===== src/rtl/split_timer_pkg.sv =====
package split_timer_pkg;
  typedef enum logic [1:0] {
    MODE_SPLIT    = 2'd0,
    MODE_MIXED    = 2'd1,
    MODE_WIDE_TMR = 2'd2,
    MODE_WIDE_EVT = 2'd3
  } tmrMode_e;

  typedef struct packed {
    logic incLo;  // advance low (or wide) counter
    logic incHi;  // advance high counter (split modes)
    logic wide;   // halves chained
    logic capLo;  // capture low half (both when wide)
    logic capHi;  // capture high half (split only)
  } tmrStb_t;
endpackage


===== src/rtl/split_timer_ctrl.sv =====
module split_timer_ctrl
  import split_timer_pkg::*;
#(
  parameter int PRE_W = 8
) (
  input  logic             clk,
  input  logic             rstN,
  input  logic             cycEn,
  input  logic             evtIn,
  input  logic             capLoStb,
  input  logic             capHiStb,
  input  logic [1:0]       modeSel,
  input  logic [PRE_W-1:0] preLoad,
  output tmrStb_t          stb,
  output logic             preTick
);
  logic [PRE_W-1:0] preCnt;
  logic             preTerm;
  logic             evtPrev;
  logic             evtRise;
  tmrMode_e         mode;

  assign preTerm = (preCnt >= preLoad);
  assign preTick = cycEn && preTerm;
  assign evtRise = evtIn && !evtPrev;
  assign mode    = tmrMode_e'(modeSel);

  always_ff @(posedge clk) begin
    if (!rstN) begin
      preCnt  <= '0;
      evtPrev <= 1'b0;
    end else begin
      evtPrev <= evtIn;
      if (cycEn) preCnt <= preTerm ? '0 : preCnt + 1'b1;
    end
  end

  always_comb begin
    stb = '0;
    unique case (mode)
      MODE_SPLIT: begin
        stb.incLo = preTick;
        stb.incHi = preTick;
      end
      MODE_MIXED: begin
        stb.incLo = preTick;
        stb.incHi = evtRise;
      end
      MODE_WIDE_TMR: begin
        stb.incLo = preTick;
        stb.wide  = 1'b1;
      end
      MODE_WIDE_EVT: begin
        stb.incLo = evtRise;
        stb.wide  = 1'b1;
      end
      default: stb = '0;
    endcase
    stb.capLo = capLoStb;
    stb.capHi = capHiStb && !stb.wide;
  end

  AST_TICK_ON_EN: assert property (@(posedge clk) disable iff (!rstN)
    preTick |-> cycEn);
  AST_TICK_SPACING: assert property (@(posedge clk) disable iff (!rstN)
    (preTick && $stable(preLoad) && preLoad != '0) |=> !preTick);
endmodule


===== src/rtl/split_timer_dp.sv =====
module split_timer_dp
  import split_timer_pkg::*;
#(
  parameter int HALF_W = 8
) (
  input  logic              clk,
  input  logic              rstN,
  input  tmrStb_t           stb,
  input  logic [HALF_W-1:0] matchLo,
  input  logic [HALF_W-1:0] matchHi,
  input  logic              clrLo,
  input  logic              clrHi,
  output logic [HALF_W-1:0] capLo,
  output logic [HALF_W-1:0] capHi,
  output logic              irqLo,
  output logic              irqHi
);
  localparam int FULL_W = 2 * HALF_W;
  localparam int NHALF  = 2;

  logic [HALF_W-1:0] cnt     [NHALF];
  logic [HALF_W-1:0] cntNext [NHALF];
  logic [HALF_W-1:0] capQ    [NHALF];
  logic [HALF_W-1:0] matchV  [NHALF];
  logic [NHALF-1:0]  inc, hit, setIrq, clrIrq, capEn, irqQ;
  logic [FULL_W-1:0] wideCnt, wideMatch, wideNext;
  logic              wideHit;

  assign matchV[0] = matchLo;
  assign matchV[1] = matchHi;
  assign inc       = {stb.incHi, stb.incLo};
  assign clrIrq    = {clrHi, clrLo};
  assign capEn     = {stb.capHi | (stb.capLo & stb.wide), stb.capLo};
  assign wideCnt   = {cnt[1], cnt[0]};
  assign wideMatch = {matchHi, matchLo};
  assign wideHit   = (wideCnt == wideMatch);
  assign wideNext  = wideHit ? '0 : wideCnt + 1'b1;

  for (genvar g = 0; g < NHALF; g++) begin : g_half
    assign hit[g] = (cnt[g] == matchV[g]);
  end

  always_comb begin
    setIrq = '0;
    for (int h = 0; h < NHALF; h++) cntNext[h] = cnt[h];
    if (stb.wide) begin
      if (stb.incLo) begin
        {cntNext[1], cntNext[0]} = wideNext;
        setIrq[1] = wideHit;
      end
    end else begin
      for (int h = 0; h < NHALF; h++) begin
        if (inc[h]) begin
          cntNext[h] = hit[h] ? '0 : cnt[h] + 1'b1;
          setIrq[h]  = hit[h];
        end
      end
    end
  end

  for (genvar g = 0; g < NHALF; g++) begin : g_reg
    always_ff @(posedge clk) begin
      if (!rstN) begin
        cnt[g]  <= '0;
        capQ[g] <= '0;
        irqQ[g] <= 1'b0;
      end else begin
        cnt[g]  <= cntNext[g];
        if (capEn[g]) capQ[g] <= cnt[g];
        irqQ[g] <= (irqQ[g] && !clrIrq[g]) || setIrq[g];
      end
    end
  end

  assign capLo = capQ[0];
  assign capHi = capQ[1];
  assign irqLo = irqQ[0];
  assign irqHi = irqQ[1];

  AST_WRAP_LO: assert property (@(posedge clk) disable iff (!rstN)
    (!stb.wide && stb.incLo && cnt[0] == matchLo) |=> (cnt[0] == '0 && irqLo));
  AST_FLAG_STICKY_LO: assert property (@(posedge clk) disable iff (!rstN)
    (irqLo && !clrLo) |=> irqLo);
  AST_FLAG_STICKY_HI: assert property (@(posedge clk) disable iff (!rstN)
    (irqHi && !clrHi) |=> irqHi);
  AST_WIDE_HI_CAP_IGNORED: assert property (@(posedge clk) disable iff (!rstN)
    (stb.wide && !stb.capLo) |=> ($stable(capHi) && $stable(capLo)));
  AST_WIDE_NO_LO_SET: assert property (@(posedge clk) disable iff (!rstN)
    (stb.wide && !irqLo) |=> !irqLo);
endmodule


===== src/rtl/split_timer.sv =====
module split_timer
  import split_timer_pkg::*;
#(
  parameter int HALF_W = 8,
  parameter int PRE_W  = 8
) (
  input  logic              clk,
  input  logic              rstN,
  input  logic              cycEn,
  input  logic              evtIn,
  input  logic              capLoStb,
  input  logic              capHiStb,
  input  logic [1:0]        modeSel,
  input  logic [PRE_W-1:0]  preLoad,
  input  logic [HALF_W-1:0] matchLo,
  input  logic [HALF_W-1:0] matchHi,
  input  logic              clrLo,
  input  logic              clrHi,
  output logic [HALF_W-1:0] capLo,
  output logic [HALF_W-1:0] capHi,
  output logic              irqLo,
  output logic              irqHi,
  output logic              preTick
);
  tmrStb_t stb;

  split_timer_ctrl #(.PRE_W(PRE_W)) u_ctrl (
    .clk(clk), .rstN(rstN), .cycEn(cycEn), .evtIn(evtIn),
    .capLoStb(capLoStb), .capHiStb(capHiStb), .modeSel(modeSel),
    .preLoad(preLoad), .stb(stb), .preTick(preTick)
  );

  split_timer_dp #(.HALF_W(HALF_W)) u_dp (
    .clk(clk), .rstN(rstN), .stb(stb), .matchLo(matchLo), .matchHi(matchHi),
    .clrLo(clrLo), .clrHi(clrHi), .capLo(capLo), .capHi(capHi),
    .irqLo(irqLo), .irqHi(irqHi)
  );
endmodule


===== config.mk =====
export PLATFORM = sky130hd
export DESIGN_NAME = split_timer
export DESIGN_NICKNAME = d
export VERILOG_FILES = /design/src/rtl/split_timer_pkg.sv /design/src/rtl/split_timer_ctrl.sv /design/src/rtl/split_timer_dp.sv /design/src/rtl/split_timer.sv
export SDC_FILE = /design/constraint.sdc
export NUM_CORES = 1
export LEC_CHECK = 0
export CORE_ASPECT_RATIO = 1.4
export CORE_MARGIN = 3
export CORE_UTILIZATION = 37
export DETAILED_ROUTE_END_ITERATION = 8
export PLACE_DENSITY_LB_ADDON = 0.2
export SLEW_MARGIN = 20
export SYNTH_ARGS = -nofsm -noshare
export SYNTH_HDL_FRONTEND = slang
export SYNTH_SLANG_ARGS = --single-unit

===== constraint.sdc =====
create_clock -name clk -period 4 [get_ports clk]
set_input_delay 0.6 -clock clk [delete_from_list [all_inputs] [get_ports clk]]
set_output_delay 0.6 -clock clk [all_outputs]
set_load 0.05 [all_outputs]

==> metrics.md, run 1 <==
| Metric | Value |
|---|---|
| Final Hold Fails | 0 |
| CP Capture Type | primary output |
| Ys Warns | 0 |
| CTS tree | built |
| Hold Path Sink | u_ctrl.preCnt[7]$_SDFFE_PN0P_ |
| Power Total | ~960 uW |
| Core ar. | 0.00670 mm2 |
| Buffers inserted by post-CTS timing repair | 0 |
| Register area share after synthesis | 39.1% |
| Clock buffer depth | 2 |
| RR Startpoint | u_ctrl.preCnt[0]$_SDFFE_PN0P_ |
| Hold depth | 2 |
| Logic gate share of total power | 15.8% |
| Starting density of the core | 38.9% |
| Vias in the first global route | 2,034 |
| Worst slew pin tran | 635 ps |
| Simple-gate share of the synthesized area | 26.1% |
| Fin nets | between 300 and 400 |
| Final Slew Violations | 0 |
| CP Class | input pin to primary output |
| I/O pin count | 53 |
| Final cycle utilization of the critical path | 82.9% |
| WL final | just under 6 mm |
| Input/output buffers | 52 |
| Via count | 2,134 |
| Final setup violation count | 0 |
| Library cells used by synthesis | 57 |
| Post_cts resized | 0 |
| Synth Instances | 275 |
| PnR worst setup slack | just under 700 ps |
| Die H | around 110 um |
| DR iter-0 viols | 121 |
| Global route total overflow | 0 |
| Switching Share | 25.6% |
| DR vias/cell | 5.13 |
| Synth area leaders | dfxtp_1 (21%), edfxtp_1 (18%), xnor2_1 (7.1%) |
| P_int | 716 uW |
| Setup_tns | 0 ps |
| Switch Pwr | 246 uW |
| Status | finished, final reports clean |
| Drt drc | 0 |
| Diodes inserted | 0 |
| TritonCTS sink count | 43 |
| DRT antenna net count | 0 |
| CP Launch Point | preLoad[2] |
| First-pass GRT wire length | 9.67 mm |
| Lkg Pwr | 0.00123 uW |
| Pwr/cell area | between 200 and 300 mW/mm2 |
| Hold_buf cts | 0 |
| Crit-path max FO | 4 |
| Worst r2r dst | u_dp.cnt[1][1]$_SDFFE_PN0P_ |
| RSZ-0062 raised after global routing | false |
| Die Area | between 0.008 and 0.009 mm2 |
| Yosys top cell area share | 20.7% |
| Drt pass-1 iters | 4 |
| Post-synth EDFFs | 16 |
| Cts bufs inserted | 5 |
| Largest family of logic cells by synthesized area | simple AND/OR/NAND/NOR gates |
| H-Tree Depth | 2 |
| Area Overhead vs Synth | 25.5% |
| Final min period | 3320 ps |
| CTS Root Cell | clkbuf_8 |
| Initial antenna violation count | 0 |
| Largest net degree at the start of global routing | 26 |
| Register bit total from synthesis | 43 |
| Worst hold path type | register to register |
| GR Util All Layers | 14.8% |
| Critical Path RT | 3400 ps |
| Ys async rst share | 0% |
| Detailed-route wire length per cell | 14.0 um |
| Rel. slew slack | 57.6% |
| Most used DFF post-synth | dfxtp_1 |
| Post-Synth Adder-Cell Area | 5.28% |
| Die Width | just under 80 um |
| Mapped Area | approximately 0.0026 mm2 |
| Placer Congestion | 0.844 |
| Syn_area_per_cell | 9.49 um2 |
| Syn nets | 320 |
| Hold wc startpoint | u_ctrl.preCnt[7]$_SDFFE_PN0P_ |
| Peak VDD IR | 0.128 mV |
| Reg power frac | 49.4% |
| Mux cell area share after synthesis | 1.15% |
| Yosys top cell by area | dfxtp_1 |
| Post-DP HPWL | 4.40 mm |
| FILL cells | 647 |
| CP startpoint kind | input pin |
| Clock latency on the worst-skew pair | 300 ps |
| Fmax | 0.302 GHz |
| Worst-path clk slew | ~80 ps |
| Synth Area in XOR/XNOR | 11.3% |
| Worst reg2reg path depth | 8 |
| Post-synthesis compound-gate area fraction | between 10 and 15% |
| Worst Path Arrival | about 2700 ps |
| Flop2flop setup slack | 1520 ps |
| Clock skew | 6.84 ps |
| WHS | 545 ps |
| Clock power frac | 34.9% |
| Post-placement setup slack | 699 ps |
| Layout cell share with drive strength beyond 1 | 8.64% |
| Max cap viols | 0 |
| Cell row count | 35 |
[synthesized netlist by cell type (all sizes together), types with 3 or more instances]
cell type,number
inv,13
clkbuf,5
buf,8
o311ai,3
and2,9
nand2,17
nand4,13
or2,3
a21oi,7
nor2,30
a211oi,4
o21a,3
edfxtp,16
ha,11
nand3,11
xor2,7
nand2b,4
xnor2,24
nor4,3
dfxtp,27
mux2i,3
or4,3
o21ai,8
and3,10
nor3,6
[critical path, cell delays in order]
cell and delay [ps]:
clkdlybuf4s50_1 450, inv_1 40, ha_1 300, a211oi_1 220, o21ai_1 130, a211oi_1 460
nand2b_1 260, inv_1 60, buf_4 190
[worst max path at each step]
stage,endpoint,slack [ps],depth (start not counted)
3_5_place_dp,preTick,700,9
6_report,preTick,680,9
3_3_place_gp,preTick,720,9
4_1_cts,preTick,680,9
2_1_floorplan,preTick,1330,7
5_1_grt,preTick,570,9
[cells by family after synthesis]
logic type,count (synthesis)
DFF,43
and+or+nand+nor,121
adders and majority gates,11
xor gates and xnor gates,31
AOI/OAI and AO/OA,39
muxes,3
buffers and inverters,27
[final cells by class]
class	count	area [um2]	area share, %
timing repair buffer	54	533	16.3
clock buffer	5	68.8	2.10
clock inverter	3	38.8	1.18
tap	92	115	3.52
sequential	43	1020	31.2
inverter	14	52.6	1.60
multi-input combinational	205	1450	44.1
[state kept, by name (all words and copies together) (netlist names)]
name            cells
u_dp.irqHi          1
u_ctrl.preCnt       8
u_dp.irqLo          1
u_ctrl.evtPrev      1
u_dp.cnt           16
u_dp.capQ          16
[through the flow]
stage	area, um2	utilization, %	instances
floorplan	2610	-	275
global placement	3170	47.3	408
detailed placement	3170	47.3	408
CTS	3270	48.9	416
global route	3270	48.9	416
finish	3270	48.9	416
[power by group through the flow]
stage | logic (uW) | registers, uW | clock network (uW)
finish | 152 | 475 | 336
global route | 164 | 477 | 354
CTS | 153 | 475 | 345
detailed placement | 153 | 485 | 0
global placement | 152 | 485 | 0
floorplan | 58.0 | 512 | 0
[metal layers]
layer | vias to the layer above | track usage [%] | share of wire (%)
li1 | 1083 | - | -
met4 | 0 | 6.87 | 2.4
met5 | - | 0 | 0
met3 | 10 | 2.91 | 4.9
met2 | 71 | 27.0 | 50
met1 | 970 | 16.3 | 42
[cells in the final DEF, fill, tap and decap left out, types with 9 or more instances in the layout]
cell type	instances
ha_1	11
nand2_1	17
nand3_1	11
and2_1	9
nand4_1	12
and3_1	10
nor2_1	23
xnor2_1	21
dfxtp_1	27
inv_1	13
clkdlybuf4s50_1	51
edfxtp_1	16
Power figures use the tool's default switching activity.
==> run 2: changes to the inputs <==
==> constraint.sdc (replaced) <==
create_clock -name clk -period 2.9 [get_ports clk]
set_input_delay 0.435 -clock clk [delete_from_list [all_inputs] [get_ports clk]]
set_output_delay 0.435 -clock clk [all_outputs]
set_load 0.05 [all_outputs]
==> metrics.md, run 2 (synthesis gave the netlist of run 1 again) <==
| Metric | Value |
|---|---|
| Most frequent cells in the layout | clkdlybuf4s50_1 (51), dfxtp_1 (27), nor2_1 (23), xnor2_1 (21), nand2_1 (17) |
| Cell family with most CP delay | buffers and inverters |
| Post-DP HPWL | 4.55 mm |
| Placer Congestion | 0.822 |
| Largest net degree at the start of global routing | 25 |
| Largest registers | u_dp.capQ (16), u_dp.cnt (16), u_ctrl.preCnt (8) |
| Detailed-route wire length per cell | around 14 um |
| Drt drc | 0 |
| I/O pin count | 53 |
| Hold wc startpoint | u_ctrl.preCnt[7]$_SDFFE_PN0P_ |
| Crit-path max FO | 2 |
| Diodes inserted | 0 |
| Placement Cell Area | 0.00324 mm2 |
| Most common cell after layout, fill and taps aside | clkdlybuf4s50_1 |
| Fin area | 0.00334 mm2 |
| Worst reg2reg path depth | 10 |
| Rel. slew slack | 63.5% |
| Input/output buffers | 52 |
| Final core occ | 49.8% |
| Die Width | 77.0 um |
| Vias in the first global route | between 2,000 and 2,500 |
| Final Hold Fails | 0 |
| Clock latency on the worst-skew pair | a little under 300 ps |
| Initial antenna violation count | 0 |
| Setup_tns | 0 ps |
| Worst setup path endpoint | preTick |
| Pwr/cell area | 370 mW/mm2 |
| WL final | ~5.8 mm |
| PnR worst setup slack | 189 ps |
| Area taken by multi-input logic gates | 0.00145 mm2 |
| WHS | ~530 ps |
| Global route total overflow | 0 |
| Fin nets | 379 |
| Worst r2r dst | u_dp.cnt[1][6]$_SDFFE_PN0P_ |
| Cts bufs inserted | 5 |
| Critical Path RT | 2470 ps |
| Worst path max stage delay | 450 ps |
| Max cap viols | 0 |
| Area Overhead vs Synth | 27.9% |
| DR iter-0 viols | 97 |
| Fmax | 0.369 GHz |
| Drt pass-1 iters | 4 |
| Cell row count | 35 |
| DR vias/cell | around 5.1 |
| CP Cell Sequence | clkdlybuf4s50_1 > inv_1 > ha_1 > a211oi_1 > o21ai_1 > a211oi_2 > nand2b_1 > inv_1 > buf_4 |
| CP Launch Point | preLoad[2] |
| Final Slew Violations | 0 |
| Status | finished, final reports clean |
| Post-placement setup slack | 57.7 ps |
| Peak VDD IR | 0.243 mV |
| Clock skew | around 5.5 ps |
| Final cycle utilization of the critical path | 93.5% |
| Starting density of the core | 38.9% |
| First-pass GRT wire length | 10.1 mm |
| Core ar. | between 0.006 and 0.007 mm2 |
| CP Depth | 9 |
| TritonCTS sink count | 43 |
| DRT antenna net count | 0 |
| CTS Root Cell | clkbuf_8 |
| Worst hold path type | register to register |
| Layout cell share with drive strength beyond 1 | 11.6% |
| Most frequent CP cell | inv_1 |
| Via count | 2,197 |
| Final setup violation count | 0 |
| CTS tree | built |
| Worst Path Arrival | 2280 ps |
| CP Class | input pin to primary output |
| Register Area | roughly 0.0010 mm2 |
| Worst-path clk slew | around 80 ps |
| Critical-path top delay cell | clkdlybuf4s50_1 |
| CP startpoint kind | input pin |
| Flop2flop setup slack | 490 ps |
| CP Capture Type | primary output |
| Worst slew pin tran | around 550 ps |
| H-Tree Depth | 2 |
| Lkg Pwr | about 0.0013 uW |
| Worst Path Buf+Inv | 4 |
| GR Util All Layers | 15.1% |
| Die Area | 0.00811 mm2 |
| Final min period | 2710 ps |
| Clock buffer depth | 2 |
| FILL cells | around 670 |
| Die H | 105 um |
| RR Startpoint | u_ctrl.preCnt[0]$_SDFFE_PN0P_ |
## run 2: area by class of cell
type | count | area share, %
multi-input combinational | 205 | 43.5
sequential | 43 | 30.6
timing repair buffer | 65 | 18.5
tap | 92 | 3.45
clock buffer | 7 | 2.29
inverter | 14 | 1.58
clock inverter | 1 | 0.150
## run 2: per-stage QoR
step / power, uW / cells
3_3_place_gp: 883 / 418
4_1_cts: 1250 / 426
2_1_floorplan: 786 / 275
5_1_grt: 1290 / 427
6_report: 1230 / 427
3_5_place_dp: 885 / 418
## run 2: power by group
part           internal (uW)  total [uW]  switching (uW)
clock                    169         363             193
combinational            101         218             117
sequential               641         654            13.0
## run 2: tightest hold or removal path, cell delays in order, from the launching register on
cell and delay [ps]:
dfxtp_1 350, xor2_1 70, nor2_1 70
## run 2: worst min-delay path by stage
stage | endpoint | cells past startpoint
after CTS | u_ctrl.preCnt[7]$_SDFFE_PN0P_ | 2
after detailed placement | u_ctrl.preCnt[7]$_SDFFE_PN0P_ | 2
after global placement | u_ctrl.preCnt[7]$_SDFFE_PN0P_ | 2
after global routing | u_dp.cnt[0][7]$_SDFFE_PN0P_ | 2
final | u_ctrl.preCnt[7]$_SDFFE_PN0P_ | 2
after floorplan | u_ctrl.preCnt[7]$_SDFFE_PN0P_ | 2
## run 2: repair_timing
action                     in CTS  in global routing
hold buffers                    0                  0
gates resized for setup         0                  1
buffers inserted                0                  1
setup endpoints to repair       0                  1
## run 2: layer usage
| metal | vias up | track usage, % | wire (um) |
|---|---|---|---|
| met5 | - | 0 | 0 |
| met4 | 0 | 7.64 | 192 |
| met3 | 14 | 2.91 | 282 |
| met2 | 69 | 27.1 | 3000 |
| met1 | 1009 | 16.8 | 2360 |
| li1 | 1105 | - | - |
==> run 3: changes to the inputs <==
==> constraint.sdc (replaced) <==
create_clock -name clk -period 2.3 [get_ports clk]
set_input_delay 0.345 -clock clk [delete_from_list [all_inputs] [get_ports clk]]
set_output_delay 0.345 -clock clk [all_outputs]
set_load 0.05 [all_outputs]
==> metrics.md, run 3 (synthesis gave the netlist of run 1 again) <==
| Metric | Value |
|---|---|
| Detailed-route wire length per cell | between 10 and 15 um |
| Flop2flop setup slack | ~110 ps |
| DRT antenna net count | 0 |
| Vias in the first global route | 2,316 |
| Placed insts | 440 |
| Critical-path top delay cell | or4_4 |
| Max layer used | met4 |
| Pwr/cell area | 436 mW/mm2 |
| Core ar. | roughly 0.0067 mm2 |
| Diodes inserted | 0 |
| Input/output buffers | 52 |
| Clock skew | around 4.5 ps |
| Non-Filler Instances | 458 |
| Fin area | 0.00373 mm2 |
| Die H | 105 um |
| Placement Cell Area | about 0.0034 mm2 |
| Worst path max stage delay | 510 ps |
| WL met3 | 333 um |
| Cell family with most CP delay | simple AND/OR/NAND/NOR gates |
| Worst-path clk slew | about 80 ps |
| Worst Path Buf+Inv | 3 |
| DR vias/cell | approximately 5.0 |
| Worst r2r dst | u_dp.cnt[0][1]$_SDFFE_PN0P_ |
| Rel. slew slack | 66.3% |
| Final Hold Fails | 0 |
| Final setup violation count | 0 |
| Initial antenna violation count | 0 |
| Routed length on met1 | 2.59 mm |
| CP Launch Point | preLoad[6] |
| Critical Path RT | 2540 ps |
| CP startpoint kind | input pin |
| Status | finished, final reports clean |
| Largest registers | u_dp.capQ (16), u_dp.cnt (16), u_ctrl.preCnt (8) |
| TritonCTS sink count | 43 |
| Most common cell after layout, fill and taps aside | clkdlybuf4s50_1 |
| Die Width | 77.0 um |
| First-pass GRT wire length | 11.0 mm |
| Most frequent cells in the layout | clkdlybuf4s50_1 (44), buf_4 (43), dfxtp_1 (24), xnor2_1 (21), nor2_1 (20) |
| CP Cell Sequence | clkdlybuf4s50_1 > inv_2 > ha_4 > nand4_1 > nor2_2 > buf_4 > a2111oi_2 > or2_4 > or4_4 > a21oi_2 |
| Worst slew pin tran | between 500 and 600 ps |
| I/O pin count | between 50 and 60 |
| Post-DP HPWL | 4.90 mm |
| Layout cell share with drive strength beyond 1 | 26.5% |
| Lkg Pwr | 0.00150 uW |
| GR Util All Layers | approximately 17% |
| Area Overhead vs Synth | 42.9% |
| CP Capture Type | register |
| Hold_buf cts | 0 |
| Starting density of the core | approximately 40% |
| CP Class | input pin to register |
| RR Startpoint | u_ctrl.preCnt[2]$_SDFFE_PN0P_ |
| Die Area | about 0.0081 mm2 |
| Global route total overflow | 0 |
| Fin nets | 410 |
| Final min period | approximately 2200 ps |
| Drt pass-1 iters | 4 |
| DR iter-0 viols | 195 |
| Clock buffer depth | 2 |
| Via count | around 2,300 |
| Worst Path Arrival | 2470 ps |
| Worst hold path type | register to register |
| FILL cells | roughly 610 |
| H-Tree Depth | 2 |
| Hold depth | 2 |
| Detailed-routed wire length on met2 | 3.62 mm |
| Drt drc | 0 |
| WL final | 6.67 mm |
| CTS tree | built |
| Final Slew Violations | 0 |
| Placer Congestion | 0.890 |
| CTS Root Cell | clkbuf_8 |
| Hold Path Sink | u_ctrl.preCnt[7]$_SDFFE_PN0P_ |
| Cell row count | 35 |
| Clock latency on the worst-skew pair | approximately 300 ps |
| Cts bufs inserted | 5 |
| Peak VDD IR | 0.276 mV |
| Crit-path max FO | 3 |
| Max cap viols | 0 |
| Largest net degree at the start of global routing | 25 |
| Worst reg2reg path depth | 9 |
| Fmax | 0.448 GHz |
| Final cycle utilization of the critical path | 97.1% |
| Hold wc startpoint | u_ctrl.preCnt[7]$_SDFFE_PN0P_ |
## run 3: cell count changes in the layout (fill, tap and decap cells not counted), sizes merged
cell	delta
clkdlybuf4s50	-7
clkbuf	-2
buf	+31
clkinvlp	+1
dlymetal6s2s	+7
clkinv	+1
## run 3: cell type report
cell class,count,area [um2],share of cell area (%)
Timing Repair Buffer,96,886,23.8
Multi-Input combinational cell,205,1560,41.9
Inverter,14,52.6,1.41
Clock buffer,5,68.8,1.85
Tap cell,92,115,3.09
Clock inverter,3,15.0,0.403
Sequential cell,43,1030,27.6
## run 3: worst min-delay path, cell delays in order (launching register included)
cell and delay [ps]:
dfxtp_1 360, xor2_1 80, nor2_1 80
## run 3: routing by layer
| layer | track usage (%) | vias up |
|---|---|---|
| met3 | 3.59 | 10 |
| met1 | 18.6 | 1062 |
| li1 | - | 1158 |
| met2 | 31.4 | 74 |
| met5 | 0 | - |
| met4 | 6.35 | 0 |
## run 3: how the worst max path moves through the flow
stage                                  endpoint  slack (ps)  depth (start not counted)
global route                            preTick          -2                          7
finish              u_dp.cnt[0][7]$_SDFFE_PN0P_          70                         10
CTS                                     preTick         -20                         10
detailed placement  u_dp.cnt[1][6]$_SDFFE_PN0P_        -360                         11
global placement    u_dp.cnt[0][1]$_SDFFE_PN0P_        -320                          9
floorplan           u_dp.cnt[0][1]$_SDFFE_PN0P_          90                          9
## run 3: where the power goes
group	total, uW	internal (uW)	switching, uW
logic	327	158	169
registers	819	808	11.1
clock network	479	207	272
total	1620	1170	452
## run 3: through the flow
step | worst slack, ps | power, uW | util, % | hold WS [ps] | setup TNS, ps
final | 66.2 | 1620 | 55.6 | 546 | 0
after global routing | -1.71 | 1700 | 55.6 | 584 | -1.71
after CTS | -23.1 | 1630 | 54.2 | 543 | -23.1
after detailed placement | -363 | 1140 | 51.0 | 514 | -8440
after global placement | -323 | 1140 | 51.0 | 515 | -7640
after floorplan | 94.3 | 991 | - | 467 | 0
## run 3: timing repair
item	CTS	global route
buffers inserted	6	5
gates resized for setup	17	24
gates cloned	0	0
hold endpoints to repair	0	0
endpoints found under the setup margin	18	17
pin swaps	8	15
